$ cat src/rtl/evtctr_pkg.sv
// Shared types and register addresses of the event counter bank.
// Assumes a 32-bit register port and a fixed control-word layout.
package evtctr_pkg;

    typedef struct packed {
        logic [5:0] sel;    // event line index
        logic       inctl;  // stored input-control bit
        logic       pol;    // invert the selected line
        logic       cyc;    // level (cycle) counting
        logic       en;     // counter enable
    } ctl_t;

    localparam logic [3:0] ADR_CTL0 = 4'd4;
    localparam logic [3:0] ADR_GLB  = 4'd12;
    localparam logic [3:0] ADR_STAT = 4'd13;
    localparam logic [3:0] ADR_MASK = 4'd14;

endpackage

$ cat src/rtl/evtctr_qual.sv
// Event qualifier for one logical counter: selects a line, applies the
// polarity, and produces a per-cycle hit in level or rising-edge mode.
// Assumes ctl.sel indexes within EVW lines.
module evtctr_qual
    import evtctr_pkg::*;
#(
    parameter int EVW = 64
) (
    input  logic           clk,
    input  logic           rst_n,
    input  logic [EVW-1:0] ev_bus,
    input  ctl_t           ctl,
    output logic           hit
);
    localparam int SELW = $clog2(EVW);

    logic qual;
    logic prev_q;

    // Select the event line and apply the polarity.
    always_comb begin
        qual = ev_bus[ctl.sel[SELW-1:0]] ^ ctl.pol;
        hit  = ctl.cyc ? qual : (qual & ~prev_q);
    end

    // Remember last cycle's observed level for edge detection.
    always_ff @(posedge clk) begin
        if (!rst_n) prev_q <= 1'b0;
        else        prev_q <= qual;
    end

    // A rising edge cannot be reported twice in a row in edge mode.
    AST_EDGE_ONESHOT: assert property (@(posedge clk) disable iff (!rst_n)
        (!ctl.cyc && hit) |=> (ctl.cyc || !hit));

endmodule

$ cat src/rtl/evtctr_phys.sv
// One physical counter of width CW. It works either as one full-width
// counter driven by inc_lo, or as two half-width counters. Each half
// wraps or saturates on its own. Assumes CW is even.
module evtctr_phys #(
    parameter int CW = 32
) (
    input  logic          clk,
    input  logic          rst_n,
    input  logic          split,
    input  logic          inc_lo,
    input  logic          inc_hi,
    input  logic          stop_max,
    input  logic          wr_en,
    input  logic [CW-1:0] wr_data,
    output logic [CW-1:0] count,
    output logic          ovf_lo,
    output logic          ovf_hi
);
    localparam int HW = CW / 2;

    logic [CW-1:0] nxt;

    // Compute the next count and the overflow events for this cycle.
    always_comb begin
        nxt    = count;
        ovf_lo = 1'b0;
        ovf_hi = 1'b0;
        if (wr_en) begin
            nxt = wr_data;
        end else if (split) begin
            if (inc_lo) begin
                if (&count[HW-1:0]) begin
                    ovf_lo = 1'b1;
                    if (!stop_max) nxt[HW-1:0] = '0;
                end else begin
                    nxt[HW-1:0] = count[HW-1:0] + 1'b1;
                end
            end
            if (inc_hi) begin
                if (&count[CW-1:HW]) begin
                    ovf_hi = 1'b1;
                    if (!stop_max) nxt[CW-1:HW] = '0;
                end else begin
                    nxt[CW-1:HW] = count[CW-1:HW] + 1'b1;
                end
            end
        end else if (inc_lo) begin
            if (&count) begin
                ovf_lo = 1'b1;
                if (!stop_max) nxt = '0;
            end else begin
                nxt = count + 1'b1;
            end
        end
    end

    // Count register.
    always_ff @(posedge clk) begin
        if (!rst_n) count <= '0;
        else        count <= nxt;
    end

    AST_WRITE_WINS: assert property (@(posedge clk) disable iff (!rst_n)
        wr_en |=> (count == $past(wr_data)));
    AST_SAT_HOLD: assert property (@(posedge clk) disable iff (!rst_n)
        (stop_max && !split && (&count) && !wr_en) |=> (&count));
    AST_WRAP_ZERO: assert property (@(posedge clk) disable iff (!rst_n)
        (!stop_max && !split && (&count) && inc_lo && !wr_en) |=> (count == '0));

endmodule

$ cat src/rtl/evtctr_bank.sv
// Splittable event counter bank: global and per-counter registers,
// status flags with clear-on-read, masked interrupt, and a register port.
// Assumes a 32-bit register port and NP <= 4 (split bits sit at 24-p).
module evtctr_bank
    import evtctr_pkg::*;
#(
    parameter int NP  = 4,
    parameter int CW  = 32,
    parameter int EVW = 64
) (
    input  logic           clk,
    input  logic           rst_n,
    input  logic           reg_wr,
    input  logic           reg_rd,
    input  logic [3:0]     reg_addr,
    input  logic [31:0]    reg_wdata,
    output logic [31:0]    reg_rdata,
    input  logic [EVW-1:0] event_bus,
    input  logic [1:0]     priv_state,
    output logic           irq
);
    localparam int NL = 2 * NP;

    logic               master_q, stop_q, freeze_q;
    logic [1:0]         filt_q;
    logic [NP-1:0]      split_q;
    ctl_t               ctl_q [NL];
    logic [NL-1:0]      mask_q, flag_q;
    logic [NL-1:0]      hit, inc, ovf_vec;
    logic [NP-1:0]      ovf_lo, ovf_hi;
    logic [NP-1:0][CW-1:0] cnt;
    logic               gate, rd_stat;

    // Global gate: master on, not frozen, privilege filter passes.
    always_comb begin
        gate    = master_q && !freeze_q && ((filt_q == 2'd3) || (priv_state == filt_q));
        rd_stat = reg_rd && (reg_addr == ADR_STAT);
    end

    // Global control register.
    always_ff @(posedge clk) begin
        if (!rst_n) begin
            master_q <= 1'b0;
            stop_q   <= 1'b0;
            freeze_q <= 1'b0;
            filt_q   <= 2'd0;
            split_q  <= '0;
        end else if (reg_wr && reg_addr == ADR_GLB) begin
            master_q <= reg_wdata[31];
            stop_q   <= reg_wdata[30];
            freeze_q <= reg_wdata[20];
            filt_q   <= reg_wdata[19:18];
            for (int p = 0; p < NP; p++) split_q[p] <= reg_wdata[24-p];
        end
    end

    // Per-counter control words.
    always_ff @(posedge clk) begin
        if (!rst_n) begin
            for (int n = 0; n < NL; n++) ctl_q[n] <= '0;
        end else if (reg_wr && reg_addr >= ADR_CTL0 && reg_addr < ADR_CTL0 + 4'(NL)) begin
            ctl_q[reg_addr - ADR_CTL0] <= reg_wdata[31:22];
        end
    end

    // Interrupt mask, stored per logical counter from bit 31-n.
    always_ff @(posedge clk) begin
        if (!rst_n) begin
            mask_q <= '0;
        end else if (reg_wr && reg_addr == ADR_MASK) begin
            for (int n = 0; n < NL; n++) mask_q[n] <= reg_wdata[31-n];
        end
    end

    // Sticky overflow flags; a status read clears them, new overflows win.
    always_ff @(posedge clk) begin
        if (!rst_n) flag_q <= '0;
        else        flag_q <= (rd_stat ? '0 : flag_q) | ovf_vec;
    end

    assign irq = |(flag_q & mask_q);

    genvar g;
    generate
        for (g = 0; g < NL; g++) begin : g_lc
            evtctr_qual #(.EVW(EVW)) qual_i (
                .clk(clk), .rst_n(rst_n), .ev_bus(event_bus),
                .ctl(ctl_q[g]), .hit(hit[g])
            );
            assign inc[g] = gate && ctl_q[g].en && hit[g];
        end
        for (g = 0; g < NP; g++) begin : g_pc
            evtctr_phys #(.CW(CW)) phys_i (
                .clk(clk), .rst_n(rst_n), .split(split_q[g]),
                .inc_lo(inc[g]), .inc_hi(inc[g+NP]), .stop_max(stop_q),
                .wr_en(reg_wr && reg_addr == 4'(g)),
                .wr_data(reg_wdata[CW-1:0]), .count(cnt[g]),
                .ovf_lo(ovf_lo[g]), .ovf_hi(ovf_hi[g])
            );
            assign ovf_vec[g]    = ovf_lo[g];
            assign ovf_vec[g+NP] = ovf_hi[g];
        end
    endgenerate

    // Read multiplexer.
    always_comb begin
        reg_rdata = '0;
        if (reg_addr < 4'(NP)) begin
            reg_rdata[CW-1:0] = cnt[reg_addr[1:0]];
        end else if (reg_addr >= ADR_CTL0 && reg_addr < ADR_CTL0 + 4'(NL)) begin
            reg_rdata[31:22] = ctl_q[reg_addr - ADR_CTL0];
        end else if (reg_addr == ADR_GLB) begin
            reg_rdata[31]    = master_q;
            reg_rdata[30]    = stop_q;
            reg_rdata[20]    = freeze_q;
            reg_rdata[19:18] = filt_q;
            for (int p = 0; p < NP; p++) reg_rdata[24-p] = split_q[p];
        end else if (reg_addr == ADR_STAT) begin
            for (int n = 0; n < NL; n++) reg_rdata[31-n] = flag_q[n];
        end else if (reg_addr == ADR_MASK) begin
            for (int n = 0; n < NL; n++) reg_rdata[31-n] = mask_q[n];
        end
    end

    AST_STAT_CLEARED: assert property (@(posedge clk) disable iff (!rst_n)
        rd_stat |=> (flag_q == $past(ovf_vec)));
    AST_HALT_OFF: assert property (@(posedge clk) disable iff (!rst_n)
        (!master_q && !reg_wr) |=> $stable(cnt));
    AST_FREEZE_HOLD: assert property (@(posedge clk) disable iff (!rst_n)
        (freeze_q && !reg_wr) |=> $stable(cnt));

endmodule

$ cat config.mk
export PLATFORM = sky130hd
export DESIGN_NAME = evtctr_bank
export DESIGN_NICKNAME = d
export VERILOG_FILES = /design/src/rtl/evtctr_pkg.sv /design/src/rtl/evtctr_qual.sv /design/src/rtl/evtctr_phys.sv /design/src/rtl/evtctr_bank.sv
export SDC_FILE = /design/constraint.sdc
export NUM_CORES = 1
export LEC_CHECK = 0
export ABC_AREA = 1
export BUFFER_PORTS_ARGS = -buffer_cell sky130_fd_sc_hd__buf_2
export CELL_PAD_IN_SITES_DETAIL_PLACEMENT = 0
export CELL_PAD_IN_SITES_GLOBAL_PLACEMENT = 1
export CORE_UTILIZATION = 35
export CTS_CLUSTER_SIZE = 24
export DETAILED_ROUTE_END_ITERATION = 16
export PLACE_DENSITY_LB_ADDON = 0.1
export REMOVE_ABC_BUFFERS = 1
export SKIP_LAST_GASP = 1
export SYNTH_ARGS = -nofsm -noshare
export SYNTH_HDL_FRONTEND = slang
export SYNTH_SLANG_ARGS = --single-unit
$ cat constraint.sdc
create_clock -name clk -period 3.5 [get_ports clk]
set_input_delay 0.35 -clock clk [delete_from_list [all_inputs] [get_ports clk]]
set_output_delay 0.35 -clock clk [all_outputs]
set_load 0.005 [all_outputs]
==> impl_results.md <==
* Synth top area share at 0.2045
* Synth area leaders: nand2_1, dfxtp_1, nand3_1
* Mapped Area at 0.02360 mm^2
* GRT overflow at 0
* Row cnt at 94
* Clock share of power at 0.423
* Die height at 261.7 um
* Global-route wire length before repair at 169700 um
* Startpoint types: input port
* Number of DRC markers in iteration 0 at 3044
* Status: finished clean
* Die width at 261.7 um
* GRT Total Usage at 0.3329
* Skew final at about 0.017 ns
* Final hold viol count at 0
* Inserted Clock Buffers at 36
* Drt via density at 5.626
* Dominant cell type by area after synthesis: nand2_1
* Layout area overhead at 8.615%
* Top Ports at 139
* Ant. Diodes at 0
* Synth Flop Type: dfxtp_1
* Core footprint at 0.06622 mm^2
* Worst Tran Pin Value at between 1 and 1.5 ns
* Wire per inst at about 23 um
* Clock transition at path regs at 0.06 ns
* Post-CTS setup buffers at 0
* Post-layout nets at 4192
* Register bit count reported by yosys at 241
* Final period util at 0.9064
* CTS H-tree depth at 2
* Most numerous cell in the Yosys netlist: nand2_1
* RePlAce Congestion at between 0.9 and 1
* Post-synthesis cell type count at 63
* Ratio of cells with drive above 1 in the final layout at 0.09461
* PwrDens at 344.5 mW/mm^2
* Worst Path Max Fanout at 13
* Hold slack at 0.1400 ns
* Total wire length at between 100000 and 150000 um
* Initial core utilization at 0.3564
* Unrepaired setup endpoints after global routing: no
* Setup violators final at 0
* Clock Latency Late Sink at 0.56 ns
* Largest net degree at the start of global routing at 108
* Routed Antenna Nets at 0
* Reg2reg setup slack at about 0.45 ns
* CP Data Arrival Time at 2.82 ns
* Die ar. at 0.06847 mm^2
* Post-DP HPWL at 86420 um
* Layout fillers at 7491
* Root buffer cell: clkbuf_16
* Slew Limit Fails at 0
* First element of the critical path: reg_addr[1]
* Cts hold-fix bufs at 0
* Pint at 5.780 mW
* Syn Area/Cell at 5.779 um^2
* Register area share after synthesis at 0.2384
* Max_slew headroom at 0.1909
* Sink Count at 241
* Fin Setup TNS at 0 ns
* Commonest cells post-synth: nand2_1, nand3_1, nor2_1
* Deepest clock path buffer count at 3
* Crit. End Element: output pin
* Number of synthesized flops with an enable pin at 80
* Port bufs at around 140
* Initial antenna violation count at 1
* Max cap viols at 0
* CTS resizes at 0
* Worst Setup Path Type: input port to output pin
* Power Total at about 8.8 mW
* Vias in the first global route at 25550
* Vias at 27930
* Reg2reg start: ctl_q[4][4]
* Fin util at 0.3871
* Mapped Cells at 4084
* Fmax achieved at 0.3152 GHz
* Comb pwr share at 0.219
* CTS tree: yes
* Hold Path Class: input port to flop
* Sw Share at 0.3455
* Final min period at between 3 and 4 ns
* Max VDD drop at 0.2997 mV
* Lkg Pwr at around 11 nW
* Asr flop ratio synth at 0
* Initial DRT Pass Iterations at 6
* Flop pwr share at 0.357
* DRC Markers at 0
* Yosys warns at 0
* Switching power at about 3.1 mW
* Hold_sp: reg_wdata[30]
* Worst EP required at 3.15 ns
flip-flops by register name (all words and copies together), names as in the netlist, 2 cells and up:
signal and cells:
mask_q 8, g_lc.qual_i.prev_q 8, split_q 4, ctl_q 80, g_pc.phys_i.count 128, flag_q 8
filt_q 2
power by group through the flow:
stage	registers [mW]	logic (mW)	clock network, mW
after detailed placement	3.21	1.89	0
after floorplan	3.21	1.00	0
after global placement	3.21	1.90	0
final	3.16	1.94	3.74
after CTS	3.15	1.90	3.78
after global routing	3.17	2.10	3.89
through the flow:
stage                     setup slack, ns  instance area [um^2]  std cells
after global routing               0.1321                 25630       4965
final                              0.3275                 25630       4965
after detailed placement           0.4883                 24460       4901
after floorplan                  -0.04665                 21980       3806
after global placement             0.4611                 24460       4901
after CTS                          0.4804                 25630       4965
critical path, stage by stage:
cell	delay [ns]
buf_2	0.16
nand2_2	0.36
buf_4	0.30
o21ai_0	0.24
a2111oi_0	0.99
a21oi_1	0.19
buf_2	0.21
final timing paths:
path                                                 end  cells past startpoint
worst max register to register  g_pc[0].phys_i.count[30]                     14
worst min-delay path                              stop_q                      3
worst min register to register                 mask_q[0]                      2
worst max-delay path                       reg_rdata[25]                      7
placed cells by master, fill, tap and decap left out, types with 46 or more instances in the layout:
| master | count |
|---|---|
| inv_1 | 375 |
| buf_2 | 137 |
| o21ai_0 | 185 |
| nand4_1 | 128 |
| dfxtp_1 | 161 |
| a21oi_1 | 92 |
| xor2_1 | 46 |
| nand3_1 | 581 |
| nor3_1 | 61 |
| nand2_1 | 1285 |
| edfxtp_1 | 80 |
| nor2_1 | 454 |
| o22ai_1 | 82 |
| buf_4 | 93 |
logic make-up after synthesis:
group	Yosys count	synth area share
and+or+nand+nor	2594	0.4771
buffers and inverters	703	0.1373
AOI/OAI and AO/OA	484	0.1225
DFF	241	0.2384
xor gates and xnor gates	51	0.01893
adders and majority gates	11	0.005832
layer usage:
| layer | routed length, um | global-route usage | up-vias |
|---|---|---|---|
| met5 | 11 | 0 | - |
| met3 | 7961 | 0.03704 | 259 |
| met1 | 48950 | 0.4324 | 12980 |
| met2 | 52770 | 0.5375 | 1287 |
| met4 | 6863 | 0.1848 | 2 |
| li1 | - | - | 13400 |
layout make-up:
cell class                      instances  area, um^2  area share
Multi-Input combinational cell       3140       14740      0.5749
Clock buffer                           51        1039     0.04051
Tap cell                              864        1081     0.04217
Inverter                              425        1618     0.06311
Timing Repair Buffer                  231        1404     0.05477
Sequential cell                       241        5625      0.2195
Clock inverter                         13       130.1    0.005076
No activity file was read; power rests on OpenSTA's default activity.
